===== src/rtl/wake_edge_ctrl.sv =====
module wake_edge_ctrl #(
  parameter int NCH = 32,
  parameter int AW  = 4,
  parameter int DW  = 16
) (
  input  logic           clk,
  input  logic           rst_n,
  input  logic [NCH-1:0] wk_in,
  input  logic [AW-1:0]  reg_addr,
  input  logic           reg_wr,
  input  logic [DW-1:0]  reg_wdata,
  output logic [DW-1:0]  reg_rdata,
  output logic           wake_req,
  output logic           irq_req
);
  localparam int HI = NCH - 1;

  logic [NCH-1:0] sync1, sync2, prev;
  logic [NCH-1:0] pol, wen, ien, pend, guard;
  logic [NCH-1:0] pol_nxt, wen_nxt, ien_nxt, clr, hit;

  always_comb begin
    pol_nxt = pol;
    wen_nxt = wen;
    ien_nxt = ien;
    clr     = '0;
    if (reg_wr) begin
      case (reg_addr)
        4'd0: pol_nxt[DW-1:0]  = reg_wdata;
        4'd1: pol_nxt[HI:DW]   = reg_wdata;
        4'd2: wen_nxt[DW-1:0]  = reg_wdata;
        4'd3: wen_nxt[HI:DW]   = reg_wdata;
        4'd4: ien_nxt[DW-1:0]  = reg_wdata;
        4'd5: ien_nxt[HI:DW]   = reg_wdata;
        4'd6: clr[DW-1:0]      = reg_wdata;
        4'd7: clr[HI:DW]       = reg_wdata;
        default: ;
      endcase
    end
  end

  always_comb begin
    case (reg_addr)
      4'd0:    reg_rdata = pol[DW-1:0];
      4'd1:    reg_rdata = pol[HI:DW];
      4'd2:    reg_rdata = wen[DW-1:0];
      4'd3:    reg_rdata = wen[HI:DW];
      4'd4:    reg_rdata = ien[DW-1:0];
      4'd5:    reg_rdata = ien[HI:DW];
      4'd6:    reg_rdata = pend[DW-1:0];
      4'd7:    reg_rdata = pend[HI:DW];
      default: reg_rdata = '0;
    endcase
  end

  assign hit = ((sync2 & ~prev & ~pol) | (~sync2 & prev & pol)) & wen & ~guard;

  always_ff @(posedge clk or negedge rst_n) begin
    if (!rst_n) begin
      sync1 <= '0;
      sync2 <= '0;
      prev  <= '0;
      pol   <= '0;
      wen   <= '0;
      ien   <= '0;
      guard <= '0;
      pend  <= '0;
    end else begin
      sync1 <= wk_in;
      sync2 <= sync1;
      prev  <= sync2;
      guard <= pol_nxt ^ pol;
      pol   <= pol_nxt;
      wen   <= wen_nxt;
      ien   <= ien_nxt;
      pend  <= (pend & ~clr) | hit;
    end
  end

  assign wake_req = |pend;
  assign irq_req  = |(pend & ien);

  a_r4_set_needs_enable: assert property (@(posedge clk) disable iff (!rst_n)
    (pend & ~$past(pend) & ~$past(wen)) == '0);

  a_r8_guard_blocks_set: assert property (@(posedge clk) disable iff (!rst_n)
    (pend & ~$past(pend) & $past(guard)) == '0);

  a_r5_sticky_unless_cleared: assert property (@(posedge clk) disable iff (!rst_n)
    ($past(pend) & ~pend & ~$past(clr)) == '0);

  a_r7_irq_implies_wake: assert property (@(posedge clk) disable iff (!rst_n)
    irq_req |-> wake_req);

  a_r3_set_needs_transition: assert property (@(posedge clk) disable iff (!rst_n)
    (pend & ~$past(pend) & ~($past(sync2) ^ $past(prev))) == '0);
endmodule


===== config.mk =====
export PLATFORM = sky130hd
export DESIGN_NAME = wake_edge_ctrl
export DESIGN_NICKNAME = d
export VERILOG_FILES = /design/src/rtl/wake_edge_ctrl.sv
export SDC_FILE = /design/constraint.sdc
export NUM_CORES = 1
export LEC_CHECK = 0
export ABC_AREA = 1
export CAP_MARGIN = 5
export CORE_UTILIZATION = 25
export CTS_CLUSTER_DIAMETER = 50
export DETAILED_ROUTE_END_ITERATION = 6
export GPL_TIMING_DRIVEN = 0
export PLACE_DENSITY = 0.43
export SYNTH_ARGS = -nofsm -noshare
export SYNTH_HDL_FRONTEND = slang
export SYNTH_SLANG_ARGS = --single-unit

===== constraint.sdc =====
create_clock -name clk -period 3.8 [get_ports clk]
set_input_delay 0.57 -clock clk [delete_from_list [all_inputs] [get_ports clk]]
set_output_delay 0.57 -clock clk [all_outputs]
set_load 0.005 [all_outputs]

* After elaboration in Yosys (flattened, before gate mapping)
Cells that the tools add are included. W data, S select, Z words.
Storage, ports and cells: bits in registers 256
Cells by class: equal/unequal tests 7, mux-type cells 7, bitwise logic cells 16, reduce and logical (&&, ||, !) cells 7
Operators by type and width (number):
- $and A32 B32 Y32 | 8
- $not A32 Y32 | 5
- $pmux W16 S8 | 1
- $mux W16 | 4
- $mux W32 | 2
- $or A32 B32 Y32 | 2
- $reduce_or A32 Y1 | 2
- $xor A32 B32 Y32 | 1
- $eq A4 B3 Y1 const B | 4
- $eq A4 B2 Y1 const B | 2
- $reduce_and A2 Y1 | 4
- $eq A4 B1 Y1 const B | 1
- $logic_not A4 Y1 | 1

* Logic depth before layout (Yosys ltp)
Gate-level depths: netlist of the first run.
word-level depth 7, gate-level depth with buffers 8, mapped depth without buffers 7

* Worst setup path before layout of the first run
No wires, ideal clock.
path type input to output, start input reg_addr[2], end output reg_rdata[0], data arrival time 1456 ps, required time 3230 ps, setup slack 1774 ps, stages 7, path buffers 2, path through nor2_1 > buf_2 > buf_2 > nand3_1 > nand2_1 > nor2_1 > nand2_1
On the way: word-level cells in the longest chain between the ends 2
Ends and longest elaborated chain:
- start, declared | RTL line 9 | input logic [AW-1:0] reg_addr,
- $eq A4 B3 Y1 (tied with other cells) | RTL line 43 | case (reg_addr)
- $pmux W16 S8 (*) | RTL line 43
- end, declared | RTL line 12 | output logic [DW-1:0] reg_rdata,
Every way passes the cells marked *; elsewhere a longest branch is shown, timed or not.

* Worst setup path in the final report of the first run
start input reg_addr[0], end output reg_rdata[15]
The elaborated chain is that of the path after synthesis.

==> key figures, run 1 <==
Status
  – Run status: completed

Worst setup path
  – CP cell instances: clkdlybuf4s50_1, inv_1, nor2_2, clkbuf_1, nand3_1, nand2_1, nor2_1, nand2_1, clkdlybuf4s50_1
  – CP max FO: 10
  – Slowest-stage cell, CP: clkdlybuf4s50_1
  – Worst EP required: 3.23 ns
  – CP top delay family: buffers and inverters
  – Worst path max stage delay: 0.62 ns
  – CP Launch Type: input pin
  – Critical Path AT: 3.15 ns
  – Buffer and inverter count on the worst path: 4
  – Crit end category: output pin
  – Crit path kind: in2out

Floorplanning
  – Core Region: 0.0423 sq mm
  – Die Height: 210 microns
  – Horiz. Die Dim: 210 microns
  – IO Count: 73
  – Die Area: 0.0442 sq mm
  – Starting Density: 25.6%
  – Site row count: 75

Finish
  – Multi-input logic area: 0.00383 sq mm
  – Area Growth Syn to Fin: 24.3%
  – Reg area: 0.00641 sq mm
  – Ant diodes: 0
  – Util after Layout: 31.8%
  – Post-route cell area: 0.0135 sq mm
  – Layout cells sized above 1: 7.49%
  – Nets: 1406
  – Fillcell total: 4421

Routing
  – WL/cell: 20.2 microns
  – Drt drc: 0
  – Antenna-violating nets left: 0
  – Starting DRT DRC Count: 796
  – Routed wire length: 39400 microns
  – Via-per-instance ratio: 4.70
  – Max Used Layer: met4
  – WL met2: 17400 microns
  – Met1 wire length: 17900 microns
  – Total number of vias: 9184
  – Met3 wire length: 2900 microns
  – Drt pass-1 iters: 5

Timing
  – Final Critical Period: 3.72 ns
  – Hold WS: 0.343 ns
  – Final Hold Vio Count: 0
  – Final Setup Violations: 0
  – Setup WS post-layout: 0.0818 ns
  – Max frequency: 269 MHz
  – Clock skew: 0.00791 ns
  – Unrepaired setup endpoints after global routing: false
  – Final max-slew violation count: 0
  – Worst slew pin tran: 1.13 ns
  – Final clock period utilization by the worst path: 97.8%
  – Relative slew slack: 24.8%

Synthesis
  – Largest area contributor in the netlist: dfrtp_1
  – Async set-reset flop share out of synthesis: 100%
  – Top cell type's share of synthesized area: 59.1%
  – Sequential element share of the synthesized area: 59.1%
  – Dominant cells by area after synthesis: dfrtp_1 (59%), nand2_1 (12%), o21ai_0 (9.6%)
  – Mapped Area: 0.0108 sq mm
  – Syn avg cell area: 8.65 sq um
  – Post-synthesis adder-cell area fraction: 0%
  – Synth warn: 0
  – Seq cells post-synth: 256
  – Largest family of logic cells by synthesized area: simple AND/OR/NAND/NOR gates
  – Synth Flop Type: dfrtp_1
  – Simple-Gate Fraction of Synth Area: 24.3%
  – Post-synthesis mux area share: 0%
  – Post-synthesis compound-gate area fraction: 11.0%
  – Unique masters post-synth: 16
  – Mapped Cells: 1254
  – Number of synthesized flops with an enable pin: 0
  – XOR/XNOR Fraction of Synth Area: 0%
  – Most frequent cell after synthesis: nand2_1
  – Syn nets: 1309
  – Synth top cells by count: nand2_1 (336), dfrtp_1 (256), o21ai_0 (207)

Global routing
  – Number of global-route vias before repair: 8989
  – Largest net degree at the start of global routing: 112
  – Total global routing overflow: 0
  – Initial antenna violation count: 1
  – Gr usage total: 18.3%
  – First-pass GRT wire length: 58700 microns

Min path
  – Worst hold path type: reg2reg

Clock tree
  – CTS sink cnt: 256
  – Clk_lat worst skew: 0.53 ns
  – Root Buffer: clkbuf_16
  – CTS tree: yes
  – H-tree levels: 2
  – Inserted Clock Buffers: 37
  – Number of post-CTS setup repair buffers: 0
  – Clk slew on worst S/H paths: 0.06 ns
  – CTS max path bufs: 3

Pwr
  – P per Cell Area: 592 mW/mm^2
  – Peak VDD IR: 0.239 mV
  – Leakage power: 0.00628 uW
  – Total power: 7980 uW

Job
  – Max-Cap Viols: 0

Placement
  – Dpl hpwl: 25100 microns
  – # port buffers: 55
  – Placer Congestion: 0.887
  – Post-Place Worst Slack: -0.0414 ns
  – Placement Cell Area: 0.0122 sq mm
power breakdown:
group | internal [uW] | total [uW] | switching (uW) | leakage, uW
registers | 3090 | 3430 | 345 | 0.00307
logic | 337 | 939 | 602 | 0.00259
clock network | 2340 | 3610 | 1280 | 0.000623
total | 5760 | 7980 | 2220 | 0.00628
what timing repair did:
action | 4_1_cts | 5_1_grt
endpoints found under the setup margin | 6 | 14
hold buffers | 1 | 0
gates resized for setup | 2 | 15
hold endpoints to repair | 43 | 0
flip-flops by register name (all words and copies together), names as in the netlist:
register and flops:
wen 32, prev 32, sync1 32, guard 32
pend 32, ien 32, sync2 32, pol 32
per-layer routing:
metal	vias to the layer above	track usage, %
met1	4480	24.9
li1	4312	-
met5	-	0
met2	325	28.0
met3	67	4.23
met4	0	7.17
area by class of cell:
type	instances	area share (%)
plain buffers	68	2.26
clock buffers	47	7.44
clock inverters	16	2.00
inverters	86	2.39
multi-input cells	844	28.4
flip-flops and latches	256	47.5
well taps	577	5.36
repair buffers	58	4.60
final timing paths:
| kind | start | end | slack (ns) | cells past startpoint |
|---|---|---|---|---|
| max | reg_addr[0] | reg_rdata[15] | 0.08 | 9 |
| min | sync1[20] | sync2[20] | 0.34 | 0 |
| max reg2reg | pol[20] | pend[20] | 2.87 | 4 |
| min reg2reg | sync1[20] | sync2[20] | 0.34 | 0 |
| max in group asynchronous | rst_n | prev[24] | 2.35 | 3 |
| min in group asynchronous | rst_n | sync1[16] | 0.53 | 2 |
kinds of logic after synthesis:
family / count (synthesis)
and+or+nand+nor: 605
buffers and inverters: 154
AOI/OAI and AO/OA: 239
DFF: 256
cells in the final DEF, fill, tap and decap left out, types with 3 or more instances in the layout:
cell type	Yosys	layout
clkbuf_16	0	37
nor2_2	6	7
clkbuf_2	0	5
nor2_1	63	62
clkinv_4	0	3
clkbuf_8	0	4
inv_1	83	83
o21ai_0	207	207
buf_2	26	22
clkbuf_4	0	4
clkinv_2	0	5
nand2_1	336	336
clkbuf_1	42	43
clkdlybuf4s50_1	0	54
dfrtp_1	256	256
nand3b_1	31	31
nand4_1	4	4
a21oi_1	32	32
nand3_1	162	162
bufinv_16	0	7
stage by stage:
step                setup TNS, ns  instances
floorplan                       0       1254
global placement         -2485.62       1886
detailed placement        -0.0915       1888
CTS                             0       1952
global route                    0       1952
finish                          0       1952
Note: power is estimated with default switching activity, not from simulation.
==> inputs of run 2 (changes only) <==
- PLACE_DENSITY: 0.43 -> 0.45
- clock period: 3.8 -> 3.1 ns (I/O delays scaled with it)
==> key figures, run 2 (synthesis gave the netlist of run 1 again) <==
Routing
  – WL/cell: 19.9 microns
  – Drt drc: 0
  – Total number of vias: 9208
  – Antenna-violating nets left: 0
  – Routed wire length: 39000 microns
  – Starting DRT DRC Count: 968
  – Drt pass-1 iters: 5
  – Via-per-instance ratio: 4.71

Pwr
  – P per Cell Area: 727 mW/mm^2
  – Peak VDD IR: 0.312 mV
  – Leakage power: 0.00637 uW

Floorplanning
  – Horiz. Die Dim: 210 microns
  – Die Area: 0.0442 sq mm
  – Core Region: 0.0423 sq mm
  – IO Count: 73
  – Site row count: 75
  – Die Height: 210 microns
  – Starting Density: 25.6%

Worst setup path
  – CP max FO: 10
  – Worst EP required: 2.63 ns
  – Worst reg2reg startpoint: pol[20]
  – Crit path kind: in2out
  – Crit end category: output pin
  – Critical Path Source: reg_addr[2]
  – Reg2reg end: pend[20]
  – R2R Setup Slk: 2.16 ns
  – Critical Path AT: 2.34 ns
  – CP Launch Type: input pin
  – Worst Reg-to-Reg Cells: 4
  – Crit path to: reg_rdata[14]

Global routing
  – Total global routing overflow: 0
  – Largest net degree at the start of global routing: 112
  – Initial antenna violation count: 1
  – First-pass GRT wire length: 58200 microns
  – Gr usage total: 18.1%
  – Number of global-route vias before repair: 8927

Timing
  – Final clock period utilization by the worst path: 90.3%
  – Hold WS: 0.299 ns
  – Max frequency: 357 MHz
  – Final Setup Violations: 0
  – Final Hold Vio Count: 0
  – Final max-slew violation count: 0
  – Unrepaired setup endpoints after global routing: false
  – Final Critical Period: 2.80 ns
  – Clock skew: 0.0146 ns
  – Relative slew slack: 22.6%
  – Worst slew pin tran: 1.16 ns

Job
  – Max-Cap Viols: 0

Finish
  – Post-route cell area: 0.0136 sq mm
  – Most frequent cells in the layout: nand2_1 (336), dfrtp_1 (256), o21ai_0 (207), nand3_1 (162), inv_1 (83)
  – Ant diodes: 0
  – Commonest non-fill, non-tap cell in the layout: nand2_1
  – Nets: 1407
  – Fillcell total: 4408
  – Area Growth Syn to Fin: 25.7%
  – Layout cells sized above 1: 8.27%

Placement
  – # port buffers: 55
  – Placer Congestion: 0.900
  – Placement Cell Area: 0.0122 sq mm
  – Dpl hpwl: 24900 microns

Clock tree
  – Root Buffer: clkbuf_16
  – CTS tree: yes
  – CTS max path bufs: 3
  – Clk slew on worst S/H paths: 0.06 ns
  – H-tree levels: 2
  – Inserted Clock Buffers: 37
  – Clk_lat worst skew: 0.55 ns
  – CTS sink cnt: 256

Min path
  – Worst hold path type: in2reg

Status
  – Run status: completed
[run 2: changes by cell type in the layout (fill, tap and decap cells not counted), moves of 3 or more]
cell,delta
buf_4,+7
nor2_2,-4
clkinv_4,-3
dlymetal6s2s_1,+4
clkdlybuf4s50_1,-4
buf_2,-6
buf_6,+6
nor2_4,+5
clkbuf_1,-6
[run 2: worst min path at each step]
stage	endpoint	slack, ns	cells past startpoint	startpoint
final	ien[17]	0.30	3	reg_wdata[1]
after global routing	wen[1]	0.32	3	reg_wdata[1]
after CTS	wen[14]	0.28	3	reg_wdata[14]
after detailed placement	sync2[13]	0.33	0	sync1[13]
after global placement	sync2[21]	0.33	0	sync1[21]
after floorplan	guard[0]	0.17	0	rst_n
[run 2: cell type report]
class | count | area (sq um) | area share (%)
flip-flops and latches | 256 | 6410 | 47.0
multi-input cells | 844 | 3860 | 28.3
clock buffers | 51 | 1070 | 7.85
well taps | 577 | 722 | 5.29
repair buffers | 59 | 638 | 4.68
plain buffers | 68 | 379 | 2.78
inverters | 86 | 325 | 2.39
clock inverters | 14 | 235 | 1.73
[run 2: power by group]
group,switching (uW),internal (uW),total (uW)
registers,424,3780,4210
clock network,1620,2910,4530
logic,745,425,1170
total,2790,7120,9910
[run 2: stage by stage]
step                 TNS [ns]  total power (uW)  setup WS [ns]  instances  utilization (%)
finish                      0              9910          0.299       1955             32.2
global placement     -2648.25              5370         -10.34       1886             28.6
global route                0             10400          0.229       1955             32.2
CTS                 -0.000811              9990      -0.000811       1954             32.1
detailed placement      -8.65              5400         -0.515       1888             28.8
floorplan                   0              4770           1.28       1254                -
[run 2: worst max-delay path, stage by stage]
cell and delay [ns]:
dlymetal6s2s_1 0.22, inv_1 0.12, nor2_4 0.18, buf_4 0.23, buf_4 0.26, nand3_1 0.09
nand2_1 0.08, nor2_1 0.04, nand2_1 0.12, clkdlybuf4s50_1 0.53
[run 2: repair_timing]
item	CTS	global route
pin swaps	0	1
hold buffers	1	0
buffers inserted	0	1
endpoints found under the hold margin	62	0
endpoints found under the setup margin	16	16
resized for setup	41	12
[run 2: metal layers]
layer / vias to the layer above / global-route usage (%) / routed length (microns)
li1: 4328 / - / -
met1: 4485 / 25.2 / 18000
met2: 311 / 26.8 / 16900
met3: 84 / 3.96 / 2660
met4: 0 / 7.63 / 1420
met5: - / 0 / 0
